`src/rtl/dvm_pkg.sv`:
```
package dvm_pkg;
  localparam int unsigned LANE_W   = 8;
  localparam int unsigned NUM_LANE = 4;
  localparam int unsigned WORD_W   = LANE_W * NUM_LANE;

  typedef enum logic [1:0] {
    RULE_OFF      = 2'b00,
    RULE_ALL      = 2'b01,
    RULE_ANY_BYTE = 2'b10,
    RULE_ANY_HALF = 2'b11
  } rule_e;
endpackage

```
`src/rtl/dvm_rst_sync.sv`:
```
module dvm_rst_sync #(
  parameter int unsigned STAGES = 2
) (
  input  logic clk,
  input  logic rst_n,
  output logic rst_sync_n
);
  logic [STAGES-1:0] chain_q;
  logic [STAGES-1:0] chain_d;

  always_comb begin
    chain_d = {chain_q[STAGES-2:0], 1'b1};
  end

  always_ff @(posedge clk or negedge rst_n) begin
    if (!rst_n) chain_q <= '0;
    else        chain_q <= chain_d;
  end

  assign rst_sync_n = chain_q[STAGES-1];
endmodule

```
`src/rtl/dvm_lane_cmp.sv`:
```
module dvm_lane_cmp #(
  parameter int unsigned LANE_W   = 8,
  parameter int unsigned NUM_LANE = 4,
  localparam int unsigned WORD_W  = LANE_W * NUM_LANE
) (
  input  logic [WORD_W-1:0]   data_i,
  input  logic [WORD_W-1:0]   ref_i,
  output logic [NUM_LANE-1:0] eq_o
);
  for (genvar g = 0; g < NUM_LANE; g++) begin : g_lane
    assign eq_o[g] = (data_i[g*LANE_W +: LANE_W] == ref_i[g*LANE_W +: LANE_W]);
  end
endmodule

```
`src/rtl/dvm_rule_eval.sv`:
```
module dvm_rule_eval
  import dvm_pkg::*;
#(
  parameter int unsigned NUM_LANE = 4,
  localparam int unsigned NUM_HALF = NUM_LANE / 2
) (
  input  logic [NUM_LANE-1:0] eq_i,
  input  logic [NUM_LANE-1:0] sel_i,
  input  logic [1:0]          rule_i,
  output logic                hit_o
);
  logic [NUM_LANE-1:0] sel_eq;
  logic [NUM_HALF-1:0] half_hit;
  logic                all_hit;
  logic                any_hit;
  logic                any_sel;

  assign sel_eq = eq_i & sel_i;

  for (genvar h = 0; h < NUM_HALF; h++) begin : g_half
    assign half_hit[h] = &sel_i[2*h +: 2] && &eq_i[2*h +: 2];
  end

  assign any_sel = |sel_i;
  assign all_hit = any_sel && ((eq_i | ~sel_i) == {NUM_LANE{1'b1}});
  assign any_hit = |sel_eq;

  always_comb begin
    unique case (rule_e'(rule_i))
      RULE_ALL:      hit_o = all_hit;
      RULE_ANY_BYTE: hit_o = any_hit;
      RULE_ANY_HALF: hit_o = |half_hit;
      default:       hit_o = 1'b0;
    endcase
  end
endmodule

```
`src/rtl/dvm_channel.sv`:
```
module dvm_channel
  import dvm_pkg::*;
#(
  parameter int unsigned LANE_W   = 8,
  parameter int unsigned NUM_LANE = 4,
  localparam int unsigned WORD_W  = LANE_W * NUM_LANE
) (
  input  logic                clk,
  input  logic                rst_n,
  input  logic                valid_i,
  input  logic [WORD_W-1:0]   data_i,
  input  logic [WORD_W-1:0]   ref_i,
  input  logic [NUM_LANE-1:0] sel_i,
  input  logic [1:0]          rule_i,
  output logic                evt_o
);
  logic [NUM_LANE-1:0] lane_eq;
  logic                rule_hit;
  logic                evt_d;
  logic                evt_q;

  dvm_lane_cmp #(.LANE_W(LANE_W), .NUM_LANE(NUM_LANE)) u_cmp (
    .data_i (data_i),
    .ref_i  (ref_i),
    .eq_o   (lane_eq)
  );

  dvm_rule_eval #(.NUM_LANE(NUM_LANE)) u_rule (
    .eq_i   (lane_eq),
    .sel_i  (sel_i),
    .rule_i (rule_i),
    .hit_o  (rule_hit)
  );

  always_comb begin
    evt_d = valid_i & rule_hit;
  end

  always_ff @(posedge clk or negedge rst_n) begin
    if (!rst_n) evt_q <= 1'b0;
    else        evt_q <= evt_d;
  end

  assign evt_o = evt_q;

  logic [WORD_W-1:0] bit_mask;
  for (genvar g = 0; g < NUM_LANE; g++) begin : g_mask
    assign bit_mask[g*LANE_W +: LANE_W] = {LANE_W{sel_i[g]}};
  end

  p_idle_quiet_r8: assert property (@(posedge clk) disable iff (!rst_n)
    !valid_i |=> !evt_o);
  p_rule_off_r6: assert property (@(posedge clk) disable iff (!rst_n)
    (rule_i == 2'b00) |=> !evt_o);
  p_empty_mask_r7: assert property (@(posedge clk) disable iff (!rst_n)
    (sel_i == '0) |=> !evt_o);
  p_all_match_r3: assert property (@(posedge clk) disable iff (!rst_n)
    (valid_i && rule_i == 2'b01 && sel_i != '0 &&
     ((data_i & bit_mask) == (ref_i & bit_mask))) |=> evt_o);
  p_any_byte_r4: assert property (@(posedge clk) disable iff (!rst_n)
    (valid_i && rule_i == 2'b10 && (data_i & bit_mask) == '0 &&
     (ref_i & bit_mask) == '1 && sel_i != '0) |=> !evt_o);
endmodule

```
`src/rtl/dvm_value_match.sv`:
```
module dvm_value_match
  import dvm_pkg::*;
(
  input  logic              clk,
  input  logic              rst_n,
  input  logic              acc_valid,
  input  logic [WORD_W-1:0] acc_data,
  input  logic [WORD_W-1:0] cmp_val_a,
  input  logic [3:0]        lane_sel_a,
  input  logic [1:0]        rule_a,
  input  logic [WORD_W-1:0] cmp_val_b,
  input  logic [3:0]        lane_sel_b,
  input  logic [1:0]        rule_b,
  output logic              evt_a,
  output logic              evt_b
);
  localparam int unsigned NUM_CH = 2;

  logic                       rst_sync_n;
  logic [NUM_CH-1:0][WORD_W-1:0]   ch_ref;
  logic [NUM_CH-1:0][NUM_LANE-1:0] ch_sel;
  logic [NUM_CH-1:0][1:0]          ch_rule;
  logic [NUM_CH-1:0]               ch_evt;

  dvm_rst_sync #(.STAGES(2)) u_rst (
    .clk        (clk),
    .rst_n      (rst_n),
    .rst_sync_n (rst_sync_n)
  );

  assign ch_ref  = {cmp_val_b, cmp_val_a};
  assign ch_sel  = {lane_sel_b, lane_sel_a};
  assign ch_rule = {rule_b, rule_a};

  for (genvar c = 0; c < NUM_CH; c++) begin : g_ch
    dvm_channel #(.LANE_W(LANE_W), .NUM_LANE(NUM_LANE)) u_ch (
      .clk     (clk),
      .rst_n   (rst_sync_n),
      .valid_i (acc_valid),
      .data_i  (acc_data),
      .ref_i   (ch_ref[c]),
      .sel_i   (ch_sel[c]),
      .rule_i  (ch_rule[c]),
      .evt_o   (ch_evt[c])
    );
  end

  assign evt_a = ch_evt[0];
  assign evt_b = ch_evt[1];

  p_reset_quiet_r9: assert property (@(posedge clk)
    !rst_sync_n |-> (!evt_a && !evt_b));
endmodule

```
`config.mk`:
```
export PLATFORM = sky130hd
export DESIGN_NAME = dvm_value_match
export DESIGN_NICKNAME = d
export VERILOG_FILES = /design/src/rtl/dvm_pkg.sv /design/src/rtl/dvm_rst_sync.sv /design/src/rtl/dvm_lane_cmp.sv /design/src/rtl/dvm_rule_eval.sv /design/src/rtl/dvm_channel.sv /design/src/rtl/dvm_value_match.sv
export SDC_FILE = /design/constraint.sdc
export NUM_CORES = 1
export LEC_CHECK = 0
export BUFFER_PORTS_ARGS = -buffer_cell sky130_fd_sc_hd__buf_2
export CAP_MARGIN = 10
export CELL_PAD_IN_SITES_DETAIL_PLACEMENT = 0
export CELL_PAD_IN_SITES_GLOBAL_PLACEMENT = 1
export CORE_ASPECT_RATIO = 0.8
export CORE_MARGIN = 5
export CORE_UTILIZATION = 19
export CTS_CLUSTER_SIZE = 20
export DETAILED_ROUTE_END_ITERATION = 7
export GPL_ROUTABILITY_DRIVEN = 0
export HOLD_SLACK_MARGIN = 0.1
export PLACE_DENSITY_LB_ADDON = 0.25
export RECOVER_POWER = 50
export SLEW_MARGIN = 0
export SYNTH_ARGS = -nofsm -noshare
export SYNTH_HDL_FRONTEND = slang
export SYNTH_SLANG_ARGS = --single-unit
```
`constraint.sdc`:
```
create_clock -name clk -period 0.8 [get_ports clk]
set_input_delay 0.08 -clock clk [delete_from_list [all_inputs] [get_ports clk]]
set_output_delay 0.08 -clock clk [all_outputs]
set_load 0.03 [all_outputs]
```
==> impl_metrics.json <==
{
  "status": "complete, but fails checks",
  "violations": "negative setup slack",
  "fin_util_pct": 38.30,
  "p_per_area_nw_per_um2": 765.3,
  "area_delta_synth_final_pct": 92.71,
  "cts_buffers": 3,
  "slowest_stage": "o32ai_2",
  "rsz0062_at_grt": "true",
  "multi_input_area_um2": 954.7,
  "wl_met3_um": 435,
  "track_usage_pct": 10.52,
  "post-place-ws_ps": -559.9,
  "syn_area_um2": 1012,
  "synth.most_common_cell": "xnor2_1",
  "cp-end-kind": "flop",
  "io_buffers": 112,
  "synth-async-reset-ratio_pct": 100.0,
  "io_pins": 113,
  "startpoint_type": "input pin",
  "rows": 23,
  "antenna_found_initial": 0,
  "highest_layer": "met4",
  "power.leakage_nw": 0.8781,
  "layout-drive-gt1-share_pct": 55.56,
  "syn_avg_cell_area_um2": 8.034,
  "syn_nets": 237,
  "core_um2": 5094,
  "final_antenna_net_count": 0,
  "drc": 0,
  "fin_setup_tns_ps": -513.4,
  "gr-total-overflow": 0,
  "critPathArrivalTime_ps": 1170,
  "synth_top_area_cell": "xnor2_1",
  "total_power_mw": 1.493,
  "cp.required_ps": 900,
  "synth_top_area_share_pct": 55.38,
  "wl_met2_um": 1859,
  "finalHoldViolations": 0,
  "path_buf_inv": 1,
  "fillerInstances": 558,
  "grt_pass1_wl_um": 5940,
  "setup_violations": 3,
  "synthCells": 126,
  "crit_path_max_fanout": 3,
  "grt_pass1_vias": 1460,
  "first_iter_violations": 17,
  "crit_chain": "buf_2 -> xnor2_2 -> nand3_1 -> nor3_4 -> a221oi_2 -> o32ai_2",
  "drv_cap": 0,
  "synthDistinctLibCells": 15,
  "start_util_pct": 19.87,
  "firstDrtPassIters": 3,
  "placed_area_um2": 1718,
  "grt_max_degree": 5,
  "wl_met1_um": 1535,
  "nets": 365,
  "holdCritPathClass": "input pin to flop",
  "regArea_um2": 100.1,
  "die_height_um": 75.29,
  "fp.dieW_um": 91.61,
  "path_clk_slew_ps": 30,
  "tritoncts": "yes",
  "clk_latency_ps": 210,
  "ys_ff_latch": 4,
  "ys_top_cells_by_count": "xnor2_1, nand4_1, inv_1, nor3_2, o21ai_0",
  "clock_sinks": 4,
  "cts_root_buf": "clkbuf_8",
  "cp_top_family": "simple AND/OR/NAND/NOR gates",
  "synthFlopType": "dfrtp_1",
  "dp_hpwl_um": 3528,
  "antenna_cells": 0,
  "avgRoutedWirePerCell_um": 12.37,
  "h-tree-depth": 1,
  "cts_buffer_depth": 2,
  "whs_ps": 174.2,
  "worstSetupPathType": "input pin to flop",
  "vdd_drop_max_uv": 300.3,
  "die-area_um2": 6896,
  "cts_setup_buffers": 0,
  "vias": 1315,
  "ys_seq_area_share_pct": 9.889,
  "fmax_ghz": 0.9395,
  "final_cells": 314,
  "fin_area_um2": 1951,
  "synth_warnings": 0,
  "vias_per_cell": 4.188,
  "fin_skew_ps": 0.5867,
  "min_period_over_period_pct": 133.0,
  "wl_um": 3883,
  "synth_area_leaders": "xnor2_1, dfrtp_1, nand4_1, nor3_2, o21ai_0",
  "finalWorstSetupSlack_ps": -264.4,
  "drv_slew": 0,
  "cpPeakStageDelay_ps": 290,
  "placedCellCount": 309,
  "period_minus_slack_ps": 1064,
  "synth_edf_count": 0
}
-- cell families (layout without fill, tap and decap cells) --
group                     count (synthesis)  after routing  share of synthesized area [%]
xor gates and xnor gates                 64             64                          55.38
buffers and inverters                     8            134                          2.967
AOI/OAI and AO/OA                        12             12                          7.664
and+or+nand+nor                          37             37                          23.73
other                                     1              1                         0.3705
DFF                                       4              4                          9.889
-- flip-flops by register name, summed over array words and instances (netlist names) --
name / cells
u_rst.chain_q: 2
g_ch.u_ch.evt_o: 2
-- cells in the final DEF (no fill, tap or decap), drive strengths merged --
cell,count
nand3,2
o21ai,6
xnor2,64
nor3b,1
a31oi,2
nor3,8
nor2,3
dfrtp,4
nand4,16
nand2,5
inv,8
conb,1
nor4,2
buf,120
clkbuf,4
o32ai,2
a221oi,2
dlygate4sd3,2
-- cell type report --
class                           count  area share [%]
Clock buffer                        3           2.117
Inverter                            8           1.539
Multi-Input combinational cell    114           48.94
Sequential cell                     4           5.131
Tap cell                           62           3.977
Timing Repair Buffer              123           38.29
-- layer usage --
metal	track usage, %	vias up
li1	-	690
met1	12.63	554
met2	17.89	65
met3	3.497	6
met4	3.679	0
met5	0	-
-- power breakdown --
group / total, mW / switching, mW / internal, mW
registers: 0.211 / 0.00135 / 0.210
logic: 0.875 / 0.342 / 0.532
clock network: 0.407 / 0.0877 / 0.319
-- repair_timing --
action | CTS | global route
setup endpoints to repair | 4 | 4
pin swaps | 26 | 4
endpoints found under the hold margin | 4 | 0
hold buffers | 2 | 0
gates resized for setup | 27 | 2
-- path summary, 6_finish.rpt --
path / start / end / slack (ps) / cells past startpoint
max in group asynchronous: u_rst.chain_q[1] / g_ch[0].u_ch.evt_o / 130 / 1
worst min-delay path: rule_b[1] / g_ch[1].u_ch.evt_o / 170 / 3
min in group asynchronous: rst_n / u_rst.chain_q[0] / 190 / 2
worst min register to register: u_rst.chain_q[0] / u_rst.chain_q[1] / 350 / 0
worst max-delay path: acc_data[1] / g_ch[0].u_ch.evt_o / -260 / 6
worst max register to register: u_rst.chain_q[1] / g_ch[0].u_ch.evt_o / 130 / 1
Power figures use the tool's default switching activity.
